[config.mk]
export PLATFORM = sky130hd
export DESIGN_NAME = eebyte_engine
export DESIGN_NICKNAME = d
export VERILOG_FILES = /design/src/rtl/eebyte_pkg.sv /design/src/rtl/eebyte_divider.sv /design/src/rtl/eebyte_seq.sv /design/src/rtl/eebyte_shreg.sv /design/src/rtl/eebyte_engine.sv
export SDC_FILE = /design/constraint.sdc
export NUM_CORES = 1
export LEC_CHECK = 0
export ABC_AREA = 1
export BUFFER_PORTS_ARGS = -buffer_cell sky130_fd_sc_hd__buf_2
export CORE_MARGIN = 1
export CORE_UTILIZATION = 40
export CTS_BUF_LIST = sky130_fd_sc_hd__clkbuf_16
export CTS_CLUSTER_DIAMETER = 30
export DETAILED_ROUTE_END_ITERATION = 7
export SETUP_SLACK_MARGIN = 0.05
export SYNTH_ARGS = -nofsm -noshare
export SYNTH_HDL_FRONTEND = slang
export SYNTH_SLANG_ARGS = --single-unit
[constraint.sdc]
create_clock -name clk -period 1.5 [get_ports clk]
set_clock_uncertainty 0.05 [all_clocks]
set_input_delay 0.3 -clock clk [delete_from_list [all_inputs] [get_ports clk]]
set_output_delay 0.3 -clock clk [all_outputs]
set_load 0.02 [all_outputs]
[src/rtl/eebyte_pkg.sv]
package eebyte_pkg;
    localparam int unsigned BYTE_W          = 8;
    localparam int unsigned SLOTS           = BYTE_W + 1;
    localparam int unsigned SLOT_W          = $clog2(SLOTS);
    localparam int unsigned STATUS_BUSY_BIT = 7;
    localparam int unsigned STATUS_ACK_BIT  = 6;

    typedef enum logic [1:0] {
        CMD_NOP   = 2'b00,
        CMD_SEND  = 2'b01,
        CMD_FETCH = 2'b10,
        CMD_RSVD  = 2'b11
    } cmd_e;

    typedef enum logic [1:0] {
        ST_IDLE     = 2'b00,
        ST_CLK_LOW  = 2'b01,
        ST_CLK_HIGH = 2'b10
    } seq_state_e;
endpackage

[src/rtl/eebyte_divider.sv]
module eebyte_divider #(
    parameter int unsigned HALF_DIV = 320
) (
    input  logic clk,
    input  logic rst_n,
    input  logic run,
    output logic phase_end
);
    localparam int unsigned CNT_W = (HALF_DIV > 1) ? $clog2(HALF_DIV) : 1;
    localparam logic [CNT_W-1:0] CNT_LAST = CNT_W'(HALF_DIV - 1);

    logic [CNT_W-1:0] cnt_q;

    assign phase_end = run && (cnt_q == CNT_LAST);

    always_ff @(posedge clk or negedge rst_n) begin
        if (!rst_n) begin
            cnt_q <= '0;
        end else if (!run || phase_end) begin
            cnt_q <= '0;
        end else begin
            cnt_q <= cnt_q + 1'b1;
        end
    end
endmodule

[src/rtl/eebyte_seq.sv]
module eebyte_seq
    import eebyte_pkg::*;
(
    input  logic clk,
    input  logic rst_n,
    input  logic start,
    input  logic start_rx,
    input  logic phase_end,
    input  logic tx_msb,
    output logic busy,
    output logic scl,
    output logic sda_drive_low,
    output logic rise_sample,
    output logic fall_advance,
    output logic xfer_done,
    output logic ack_slot,
    output logic rx_mode
);
    localparam logic [SLOT_W-1:0] LAST_SLOT = SLOT_W'(SLOTS - 1);

    seq_state_e        state_q, state_d;
    logic [SLOT_W-1:0] slot_q;
    logic              rx_q;

    // state register and slot bookkeeping
    always_ff @(posedge clk or negedge rst_n) begin
        if (!rst_n) begin
            state_q <= ST_IDLE;
            slot_q  <= '0;
            rx_q    <= 1'b0;
        end else begin
            state_q <= state_d;
            if (state_q == ST_IDLE && start) begin
                slot_q <= '0;
                rx_q   <= start_rx;
            end else if (state_q == ST_CLK_HIGH && phase_end && slot_q != LAST_SLOT) begin
                slot_q <= slot_q + 1'b1;
            end
        end
    end

    // next-state logic
    always_comb begin
        state_d = state_q;
        unique case (state_q)
            ST_IDLE:     if (start) state_d = ST_CLK_LOW;
            ST_CLK_LOW:  if (phase_end) state_d = ST_CLK_HIGH;
            ST_CLK_HIGH: if (phase_end) state_d = (slot_q == LAST_SLOT) ? ST_IDLE : ST_CLK_LOW;
            default:     state_d = ST_IDLE;
        endcase
    end

    // outputs
    always_comb begin
        busy          = (state_q != ST_IDLE);
        scl           = (state_q != ST_CLK_LOW);
        ack_slot      = (slot_q == LAST_SLOT);
        rx_mode       = rx_q;
        rise_sample   = (state_q == ST_CLK_LOW) && phase_end;
        fall_advance  = (state_q == ST_CLK_HIGH) && phase_end && !ack_slot;
        xfer_done     = (state_q == ST_CLK_HIGH) && phase_end && ack_slot;
        sda_drive_low = busy && !rx_q && !ack_slot && !tx_msb;
    end
endmodule

[src/rtl/eebyte_shreg.sv]
module eebyte_shreg
    import eebyte_pkg::*;
(
    input  logic              clk,
    input  logic              rst_n,
    input  logic              load,
    input  logic [BYTE_W-1:0] load_val,
    input  logic              rise_sample,
    input  logic              fall_advance,
    input  logic              ack_slot,
    input  logic              rx_mode,
    input  logic              sda_in,
    output logic              tx_msb,
    output logic [BYTE_W-1:0] byte_out,
    output logic              ack_flag
);
    logic [BYTE_W-1:0] sh_q;
    logic              ack_q;

    always_ff @(posedge clk or negedge rst_n) begin
        if (!rst_n) begin
            sh_q  <= '0;
            ack_q <= 1'b0;
        end else begin
            if (load) begin
                sh_q <= load_val;
            end else if (rise_sample && rx_mode && !ack_slot) begin
                sh_q <= {sh_q[BYTE_W-2:0], sda_in};
            end else if (fall_advance && !rx_mode) begin
                sh_q <= {sh_q[BYTE_W-2:0], 1'b0};
            end
            if (rise_sample && ack_slot && !rx_mode) begin
                ack_q <= !sda_in;
            end
        end
    end

    assign tx_msb   = sh_q[BYTE_W-1];
    assign byte_out = sh_q;
    assign ack_flag = ack_q;
endmodule

[src/rtl/eebyte_engine.sv]
module eebyte_engine
    import eebyte_pkg::*;
#(
    parameter int unsigned HALF_DIV = 320
) (
    input  logic       clk,
    input  logic       rst_n,
    input  logic       reg_wr,
    input  logic       reg_sel,
    input  logic [7:0] reg_wdata,
    output logic [7:0] ctrl_rdata,
    output logic [7:0] data_rdata,
    output logic       irq,
    output logic       scl,
    output logic       sda_drive_low,
    input  logic       sda_in
);
    logic              busy, phase_end, rise_sample, fall_advance;
    logic              xfer_done, ack_slot, rx_mode, tx_msb, ack_flag;
    logic              start, start_rx, ctrl_ok;
    logic [BYTE_W-1:0] shift_byte, data_q;
    logic              irq_q;
    cmd_e              cmd;

    assign cmd      = cmd_e'(reg_wdata[1:0]);
    assign ctrl_ok  = reg_wr && reg_sel && !busy;
    assign start    = ctrl_ok && (cmd == CMD_SEND || cmd == CMD_FETCH);
    assign start_rx = (cmd == CMD_FETCH);

    eebyte_divider #(.HALF_DIV(HALF_DIV)) div_i (
        .clk       (clk),
        .rst_n     (rst_n),
        .run       (busy),
        .phase_end (phase_end)
    );

    eebyte_seq seq_i (
        .clk           (clk),
        .rst_n         (rst_n),
        .start         (start),
        .start_rx      (start_rx),
        .phase_end     (phase_end),
        .tx_msb        (tx_msb),
        .busy          (busy),
        .scl           (scl),
        .sda_drive_low (sda_drive_low),
        .rise_sample   (rise_sample),
        .fall_advance  (fall_advance),
        .xfer_done     (xfer_done),
        .ack_slot      (ack_slot),
        .rx_mode       (rx_mode)
    );

    eebyte_shreg shreg_i (
        .clk          (clk),
        .rst_n        (rst_n),
        .load         (start),
        .load_val     (data_q),
        .rise_sample  (rise_sample),
        .fall_advance (fall_advance),
        .ack_slot     (ack_slot),
        .rx_mode      (rx_mode),
        .sda_in       (sda_in),
        .tx_msb       (tx_msb),
        .byte_out     (shift_byte),
        .ack_flag     (ack_flag)
    );

    always_ff @(posedge clk or negedge rst_n) begin
        if (!rst_n) begin
            data_q <= '0;
            irq_q  <= 1'b0;
        end else begin
            irq_q <= xfer_done;
            if (xfer_done && rx_mode) begin
                data_q <= shift_byte;
            end else if (reg_wr && !reg_sel && !busy) begin
                data_q <= reg_wdata;
            end
        end
    end

    always_comb begin
        ctrl_rdata                  = '0;
        ctrl_rdata[STATUS_BUSY_BIT] = busy;
        ctrl_rdata[STATUS_ACK_BIT]  = ack_flag;
    end

    assign data_rdata = data_q;
    assign irq        = irq_q;
endmodule

# [After elaboration in Yosys (flattened, before gate mapping)]
# Index checks and enable logic that the tools add are counted.
[word_totals] reg_bits=34 out_inout_bits=19 inputBits=13
[classes] mux=13 n_addsub=2 n_eq_ne=11 n_reduce_logical=35
[op_table] cell="8-bit two-way mux" n=5
[op_table] cell="1-bit logical AND" n=21
[op_table] cell="9-bit by 1-bit adder with 9-bit output, second input constant" n=1
[op_table] cell="9-bit equality test, second input constant" n=1
[op_table] cell="9-bit two-way mux" n=1
[op_table] cell="4-bit two-way mux" n=2
[op_table] cell="1-bit logical NOT" n=6
[op_table] cell="2-bit two-way mux" n=3
[op_table] cell="2-bit one-hot mux with 3 select lines" n=1
[op_table] cell="2-bit nonzero test" n=3
[op_table] cell="4-bit by 1-bit adder with 4-bit output, second input constant" n=1
[op_table] cell="2-bit by 1-bit equality test with 1-bit output, second input constant" n=2
[op_table] cell="2-bit equality test, second input constant" n=2
[op_table] cell="4-bit equality test, second input constant" n=1
[op_table] cell="2-bit by 1-bit inequality test with 1-bit output, second input constant" n=2
[op_table] cell="2-bit inequality test, second input constant" n=2
[op_table] cell="4-bit inequality test, second input constant" n=1
[op_table] cell="3-bit AND reduction" n=1
[op_table] cell="3-bit nonzero test" n=1
[op_table] cell="2-bit logical NOT" n=1
[op_table] cell="1-bit logical OR" n=2
[op_table] cell="1-bit two-way mux" n=1

# [Logic depth before layout (Yosys ltp)]
# Gate-level depths: netlist (run 1).
[depth] ltp_word=8 ltp_mapped=9 depth_no_buf=9

# [Modules after synthesis]
# From an unflattened synthesis (run 1), not the netlist that was laid out.
[hier_totals] hier_cells=258 area_unflattened_um2=2003.2
[modules_own_cells] mod="eebyte_engine" n_inst=1 area_per_inst_um2=598.1 cells_each=78 seq_area_each_um2=225.2
[modules_own_cells] mod="eebyte_shreg" n_inst=1 area_per_inst_um2=520.5 cells_each=71 seq_area_each_um2=225.2
[modules_own_cells] mod="eebyte_divider" n_inst=1 area_per_inst_um2=464.2 cells_each=58 seq_area_each_um2=225.2
[modules_own_cells] mod="eebyte_seq" n_inst=1 area_per_inst_um2=420.4 cells_each=51 seq_area_each_um2=175.2

# [Worst setup path before layout (run 1)]
# Ideal clock, no wire load.
[synth_timing] path_type="register to output" from="reg seq_i.slot_q[0]" to="out sda_drive_low" path_slack_ns=-0.247 stages_incl_launch_ff=6 n_path_buf=0 arrival_time_ns=1.397 cell_sequence="dfrtp_1 > inv_1 > ha_1 > nand3b_4 > inv_1 > nor4_1"
[synth_via] elab_chain_len=4
[synth_lines] element="from (decl)" line="eebyte_seq.sv:22" source="logic [SLOT_W-1:0] slot_q;"
[synth_lines] element="from (signal assigned)" line="eebyte_seq.sv:37" source="slot_q <= slot_q + 1'b1;"
[synth_lines] element="4-bit equality test" line="eebyte_seq.sv:57" source="ack_slot = (slot_q == LAST_SLOT);"
[synth_lines] element="1-bit logical NOT" line="eebyte_seq.sv:62" source="sda_drive_low = busy && !rx_q && !ack_slot && !tx_msb;"
[synth_lines] element="1-bit logical AND (2 in a row)" line="eebyte_seq.sv:62"
[synth_lines] element="to (decl)" line="eebyte_engine.sv:15" source="output logic sda_drive_low,"
# Every way passes these cells.

# [Worst setup path after layout (run 1)]
[layout_timing] from="reg seq_i.slot_q[1]" to="out sda_drive_low"
# The elaborated chain is that of the path after synthesis.

==> summary.txt, run 1 <==
GRT
  – Initial antenna violation count: 0
  – Largest net degree at the start of global routing: 35
  – Vias in the first global route: 1626
  – Total gr overflow: 0
  – All-layer global routing usage: 19.1%
  – First-pass GRT wire length: 7.45 mm

Synth
  – Largest family of logic cells by synthesized area: simple AND/OR/NAND/NOR gates
  – Ranking of synthesized cells by area: dfrtp_1, nand2_1, nand3_1
  – Yosys cell types: 32
  – Xor/xnor share of the synthesized area: 1.38%
  – Simple-gate share of the synthesized area: 40.3%
  – Syn Area/Cell: 8.38 um2
  – Register area share after synthesis: 44.7%
  – Synth warnings: 0
  – Post-synthesis mux area share: 0%
  – Share of the synthesized area in the top cell type: 44.7%
  – Synth Register Bits: 34
  – Synth Area in Compound Gates: 2.57%
  – Post-Synthesis Cells: 227
  – Mapped cell area: 0.00190 mm2
  – Adder-cell share of the synthesized area: 2.63%
  – Post-synth top area cell: dfrtp_1

Setup path
  – Reg2Reg Depth: 8
  – Worst r2r dst: data_rdata[4]$_DFFE_PN0P_
  – Crit Path Max Fanout: 2
  – Startpoint types: flop
  – RR Startpoint: div_i.cnt_q[1]$_DFF_PN0_
  – R2R Setup Slk: -0.10 ns
  – WP data arrival: 1.29 ns
  – Crit path kind: flop to primary output
  – Endpoint type of the worst setup path: primary output
  – Worst path required time: 1.15 ns

STA
  – Pins Over Slew Limit: 0
  – FMAX: 610 MHz
  – Hold_ws: -0.00133 ns
  – Tcrit/Tclk final: 109%
  – RSZ-0062 raised after global routing: true
  – Final Setup Violations: 19
  – Final hold vios: 2
  – Final period demand of the worst path: 1.64 ns
  – Post-route worst setup slack: -0.140 ns

Placed design
  – RePlAce Congestion: 0.788
  – Port bufs: 25
  – Setup Slack @ Placement: -0.141 ns
  – Dpl cells: 316
  – Dpl hpwl: 3.05 mm

Pwr
  – Power Dens Cells: 737 mW/mm2
  – VDD IR max: 0.571 mV
  – Leak Pwr: 1.36 nW

Clock network
  – CTS root buf: clkbuf_16
  – Clock tree buffer depth: 2
  – H-tree Lvls: 2
  – Clock sink total: 34
  – CTS tree: built
  – Skew-Pair Late Insertion Delay: 0.28 ns
  – TritonCTS Buffers: 5
  – Worst-path clk slew: 0.05 ns

Cells and area
  – Fill count: 388
  – Layout cells sized above 1: 42.8%
  – Register area: 851 um2
  – Area growth, synth to finish: 39.3%
  – Ant diodes: 0
  – Final nets: 301
  – Area occupied by multi-input gates: 0.00115 mm2
  – Non-Filler Instances: 337
  – Finished Core Util: 59.2%

Routing
  – Total Wirelength: 4.46 mm
  – Final ANT Viol Nets: 0
  – Drt first pass iters: 6
  – Drt first-iter violations: 68
  – Vias: 1674
  – DR vias/cell: 4.97
  – # DRC: 1
  – Wirelength per Cell: 13.2 um

Floorplan
  – Die extent in x: 71.0 um
  – Die area: 0.00503 mm2
  – Initial core utilization: 42.5%
  – Placeable Area: 0.00447 mm2
  – Num rows: 24
  – Die H: 71.0 um
  – I/O pins: 32

Hold path
  – Hold Crit Class: input port to async pin

Run status
  – Failing checks: design-rule violations, negative hold slack, negative setup slack
  – Run status: complete, but fails checks

Flow run
  – MaxCap Viol Count: 0
[worst max-delay path by stage]
| stage | startpoint | end | slack (ns) | cells after the start |
|---|---|---|---|---|
| 4_1_cts | seq_i.slot_q[1]$_DFFE_PN0P_ | sda_drive_low | -0.14 | 6 |
| 3_5_place_dp | reg_wdata[0] | shreg_i.byte_out[5]$_DFFE_PN0P_ | -0.14 | 10 |
| 6_report | seq_i.slot_q[1]$_DFFE_PN0P_ | sda_drive_low | -0.14 | 6 |
| 5_1_grt | seq_i.slot_q[1]$_DFFE_PN0P_ | sda_drive_low | -0.19 | 6 |
| 2_1_floorplan | div_i.cnt_q[0]$_DFF_PN0_ | data_rdata[0]$_DFFE_PN0P_ | 0.07 | 9 |
| 3_3_place_gp | reg_wdata[0] | shreg_i.byte_out[4]$_DFFE_PN0P_ | -0.09 | 10 |
[critical path, stage by stage (launching register included)]
cell	delay, ns
dfrtp_1	0.37
inv_2	0.06
ha_4	0.16
nand3b_4	0.07
inv_2	0.04
nor4_4	0.13
buf_4	0.18
[power breakdown]
part	switching, mW	leakage [nW]	internal, mW	total [mW]
clock network	0.375	0.0724	0.599	0.974
registers	0	0.398	0.918	0.918
logic	0.0444	0.894	0.0172	0.0616
[per-layer routing]
metal	part of all wire (%)	GRT usage, %	wire (um)
met5	0	0	0
met4	1.5	6.89	65
met3	3.9	4.70	174
met2	50	32.8	2230
met1	45	23.5	1990
[Yosys cell counts]
cell      instances
nand2_1          65
dfrtp_1          34
nand3_1          32
inv_1            16
nor2_1           11
buf_4             8
nand4_1           8
nand2_2           6
ha_1              4
nor3_1            4
nor3b_1           4
a21oi_1           3
inv_2             3
nor2_2            3
nor2_4            3
buf_2             2
nand3_4           2
nand3b_4          2
o21ai_0           2
o21ai_1           2
xor2_1            2
a21boi_0          1
a31oi_1           1
buf_6             1
clkinv_1          1
conb_1            1
nand2_4           1
nand3_2           1
nand4_4           1
nor4_1            1
or2_2             1
xnor2_1           1
[cell usage in the layout (no fill, tap or decap), types with 3 or more instances in the layout]
master     Yosys  layout
a21oi_1        3       3
buf_2          2      23
buf_4          8      28
clkbuf_16      0       5
conb_1         1       6
dfrtp_1       34      34
inv_1         16      13
inv_2          3       7
nand2_1       65      60
nand2_2        6       6
nand2_4        1       6
nand3_1       32      15
nand3_2        1      19
nand4_1        8       8
nor2_1        11       8
nor2_4         3       8
[what timing repair did]
action | 4_1_cts | 5_1_grt
pin swaps | 11 | 10
setup buffers | 6 | 5
gates cloned | 1 | 1
hold buffers | 0 | 0
resized for setup | 31 | 21
setup endpoints to repair | 28 | 33
[layout make-up]
cell class | instances | share of cell area (%)
clock buffer | 5 | 4.72
clock inverter | 3 | 0.472
inverter | 20 | 2.83
multi-input combinational | 169 | 43.5
sequential | 34 | 32.1
tap | 52 | 2.46
timing repair buffer | 54 | 13.9
[flip-flops by register name, indices dropped and copies added (netlist names)]
signal            flops
div_i.cnt_q           9
seq_i.rx_mode         1
shreg_i.byte_out      8
shreg_i.ack_flag      1
seq_i.slot_q          4
seq_i.state_q         2
data_rdata            8
irq                   1
[per-stage QoR]
stage	area, um2	hold WS (ns)	TNS (ns)	total power [mW]
final	2650	-0.00133	-1.12	1.95
after global routing	2650	0.0614	-2.99	2.02
after CTS	2520	0.0236	-2.06	1.99
after detailed placement	2200	0.318	-1.41	0.997
after global placement	2200	0.316	-0.745	0.997
after floorplan	1940	-0.0456	0	0.966
[cell families after synthesis]
| logic type | Yosys count |
|---|---|
| buf+inv | 31 |
| xor+xnor | 3 |
| other cells | 1 |
| fa+ha+maj | 4 |
| simple gates | 145 |
| flops | 34 |
| compound gates | 9 |
No activity file was read; power rests on OpenSTA's default activity.
==> run 2, diff against run 1 <==
--- a/config.mk
+++ b/config.mk
@@ -5,8 +5,8 @@
 export SDC_FILE = /design/constraint.sdc
 export NUM_CORES = 1
 export LEC_CHECK = 0
-export ABC_AREA = 1
 export BUFFER_PORTS_ARGS = -buffer_cell sky130_fd_sc_hd__buf_2
+export CORE_ASPECT_RATIO = 1.4
 export CORE_MARGIN = 1
 export CORE_UTILIZATION = 40
 export CTS_BUF_LIST = sky130_fd_sc_hd__clkbuf_16
==> run 2 against run 1 <==
Net effect: the flow finishes with violations (negative setup slack); critical endpoint is now seq_i.slot_q[2]$_DFFE_PN0P_; register-to-register slack lost 0.27 ns; largest power group unchanged; synthesized area shrank 6.1%; setup slack lost 0.23 ns; critical path depth shrank 1; utilization grew 1.4 points; final cell count shrank 8.6%; flip-flop and latch count is the same.
==> summary.txt, run 2 <==
Run status
  – Run status: complete, but fails checks
  – Failing checks: negative setup slack

Setup path
  – CP max stage delay: 0.57 ns
  – Startpoint types: flop
  – WP data arrival: 2.03 ns
  – Crit path launch: div_i.cnt_q[1]$_DFF_PN0_
  – Crit Path Max Fanout: 5
  – Crit path kind: flop to flop
  – Endpoint type of the worst setup path: flop
  – Critical-path cell list: ha_4, nand4bb_4, or4_4, or3_4, a21oi_2
  – Critical path's slowest cell: or4_4
  – Delay-heaviest family, CP: simple AND/OR/NAND/NOR gates
  – Buffers plus inverters on the worst setup path: 0
  – RR Startpoint: div_i.cnt_q[1]$_DFF_PN0_
  – Worst path required time: 1.65 ns

Clock network
  – Clock sink total: 34
  – TritonCTS Buffers: 5
  – CTS tree: built
  – H-tree Lvls: 2
  – Clock tree buffer depth: 2
  – CTS root buf: clkbuf_16
  – Worst-path clk slew: 0.05 ns
  – Skew-Pair Late Insertion Delay: 0.27 ns

Floorplan
  – Num rows: 28
  – Initial core utilization: 42.1%
  – Placeable Area: 0.00424 mm2
  – Die extent in x: 58.5 um
  – Die H: 81.1 um
  – I/O pins: 32
  – Die area: 0.00474 mm2

STA
  – Post-route worst setup slack: -0.375 ns
  – Pins Over Slew Limit: 0
  – Final hold vios: 0
  – FMAX: 533 MHz
  – Setup TNS: -6.64 ns
  – Hold_ws: 0.164 ns
  – RSZ-0062 raised after global routing: true
  – Tcrit/Tclk final: 125%
  – Final period demand of the worst path: 1.87 ns
  – Final Setup Violations: 25

Routing
  – Drt first-iter violations: 39
  – DR vias/cell: 5.18
  – Wirelength per Cell: 14.9 um
  – Final ANT Viol Nets: 0
  – Total Wirelength: 4.59 mm
  – Vias: 1595
  – # DRC: 0
  – Drt first pass iters: 4

Synth
  – Synth async-reset ratio: 100%
  – Most frequent cells after synthesis: dfrtp_1, nor2_1, a221o_1, and2_1, nand2_1
  – Post-Synthesis Cells: 180
  – Synth Register Bits: 34
  – Synth warnings: 0
  – Post-synth top area cell: dfrtp_1
  – Synth Flop Type: dfrtp_1
  – Number of flops mapped to enable cells by yosys: 0
  – Mapped cell area: 0.00179 mm2
  – Syn Area/Cell: 9.93 um2
  – Count leader, synth: dfrtp_1
  – Ranking of synthesized cells by area: dfrtp_1, a221o_1, and2_1
  – Register area share after synthesis: 47.6%
  – Yosys cell types: 41
  – Share of the synthesized area in the top cell type: 47.6%

Cells and area
  – Max reg flops: 9
  – Final nets: 264
  – Most common cell after layout, fill and taps aside: buf_4
  – Most frequent cells in the layout: buf_4, dfrtp_1, buf_2
  – Ant diodes: 0
  – Largest register by flop count: div_i.cnt_q
  – Layout cells sized above 1: 40.3%
  – Area growth, synth to finish: 43.9%
  – Non-Filler Instances: 308

GRT
  – Largest net degree at the start of global routing: 20
  – Vias in the first global route: 1715
  – First-pass GRT wire length: 7.76 mm
  – All-layer global routing usage: 22.1%
  – Total gr overflow: 0
  – Initial antenna violation count: 0

Hold path
  – HP Start: sda_in
  – Hold Crit Class: input port to flop

Pwr
  – Flop pwr share: 47.2%
  – Sw Ratio: 21.2%
  – P_int: 1.56 mW
  – Power Dens Cells: 769 mW/mm2
  – Switching Power: 418 uW
  – Leak Pwr: 1.24 nW
  – VDD IR max: 0.709 mV
  – Comb power frac: 4.7%
  – Clock share of power: 48.1%

Placed design
  – Port bufs: 25
  – Dpl cells: 293
  – Dpl hpwl: 3.45 mm
  – RePlAce Congestion: 0.789

Flow run
  – MaxCap Viol Count: 0
run 2: changes by cell type after synthesis, sizes merged, moves of 7 or more:
cell	delta
a221o	+13
and2	+13
inv	-13
nand2	-60
nand3	-30
nand4	-7
run 2: final timing paths:
check	slack [ns]	end	cells after the start
worst min register to register	0.45	shreg_i.ack_flag$_DFFE_PN0P_	2
worst max-delay path	-0.37	seq_i.slot_q[2]$_DFFE_PN0P_	5
min in group asynchronous	0.42	div_i.cnt_q[8]$_DFF_PN0_	2
worst max register to register	-0.37	seq_i.slot_q[2]$_DFFE_PN0P_	5
max in group asynchronous	0.55	shreg_i.byte_out[3]$_DFFE_PN0P_	3
worst min-delay path	0.16	shreg_i.ack_flag$_DFFE_PN0P_	2
run 2: cell type report:
type,count,area [um2]
Timing Repair Buffer,70,519
Multi-Input combinational cell,130,963
Inverter,6,25.0
Clock inverter,3,12.5
Tap cell,60,75.1
Clock buffer,5,125
Sequential cell,34,851
Fill cell,372,1670
run 2: through the flow:
step	worst slack [ns]	power [mW]	instance area [um2]	utilization (%)
after floorplan	-0.417	0.996	1890	-
after global placement	-0.308	1.04	2270	53.5
after detailed placement	-0.358	1.04	2270	53.5
after CTS	-0.356	2.00	2530	59.6
after global routing	-0.428	2.04	2570	60.7
final	-0.375	1.98	2570	60.7
run 2: per-layer routing:
layer | vias to the layer above | track usage, % | share of wire [%]
met4 | 0 | 10.7 | 1.6
met5 | - | 0 | 0
met1 | 797 | 24.7 | 40
met2 | 34 | 40.8 | 56
li1 | 755 | - | -
met3 | 9 | 2.87 | 2.4
run 2: kinds of logic after synthesis:
logic type                 after synthesis  share of synthesized area [%]
AOI/OAI and AO/OA                       35                           14.8
xor gates and xnor gates                 7                           3.43
buffers and inverters                   21                           6.16
DFF                                     34                           47.6
and+or+nand+nor                         77                           24.4
muxes                                    1                          0.560
adders and majority gates                4                           2.80
other                                    1                          0.210
run 2: power groups by stage:
stage	logic (mW)	clock network [mW]	registers, mW
2_1_floorplan	0.0372	0	0.959
3_3_place_gp	0.0893	0	0.949
3_5_place_dp	0.0903	0	0.949
4_1_cts	0.0927	0.971	0.934
5_1_grt	0.102	1.00	0.934
6_report	0.0921	0.952	0.934
run 2: what timing repair did:
action	CTS	global route
buffers inserted	3	3
hold buffers	1	0
pin swaps	5	0
endpoints found under the setup margin	27	27
resized for setup	24	7
endpoints found under the hold margin	15	0
run 2: worst register-to-register path, cell delays in order, from the launching register on:
cell and delay, ns:
dfrtp_1 0.39, ha_4 0.17, nand4bb_4 0.14, or4_4 0.57
or3_4 0.35, a21oi_2 0.13
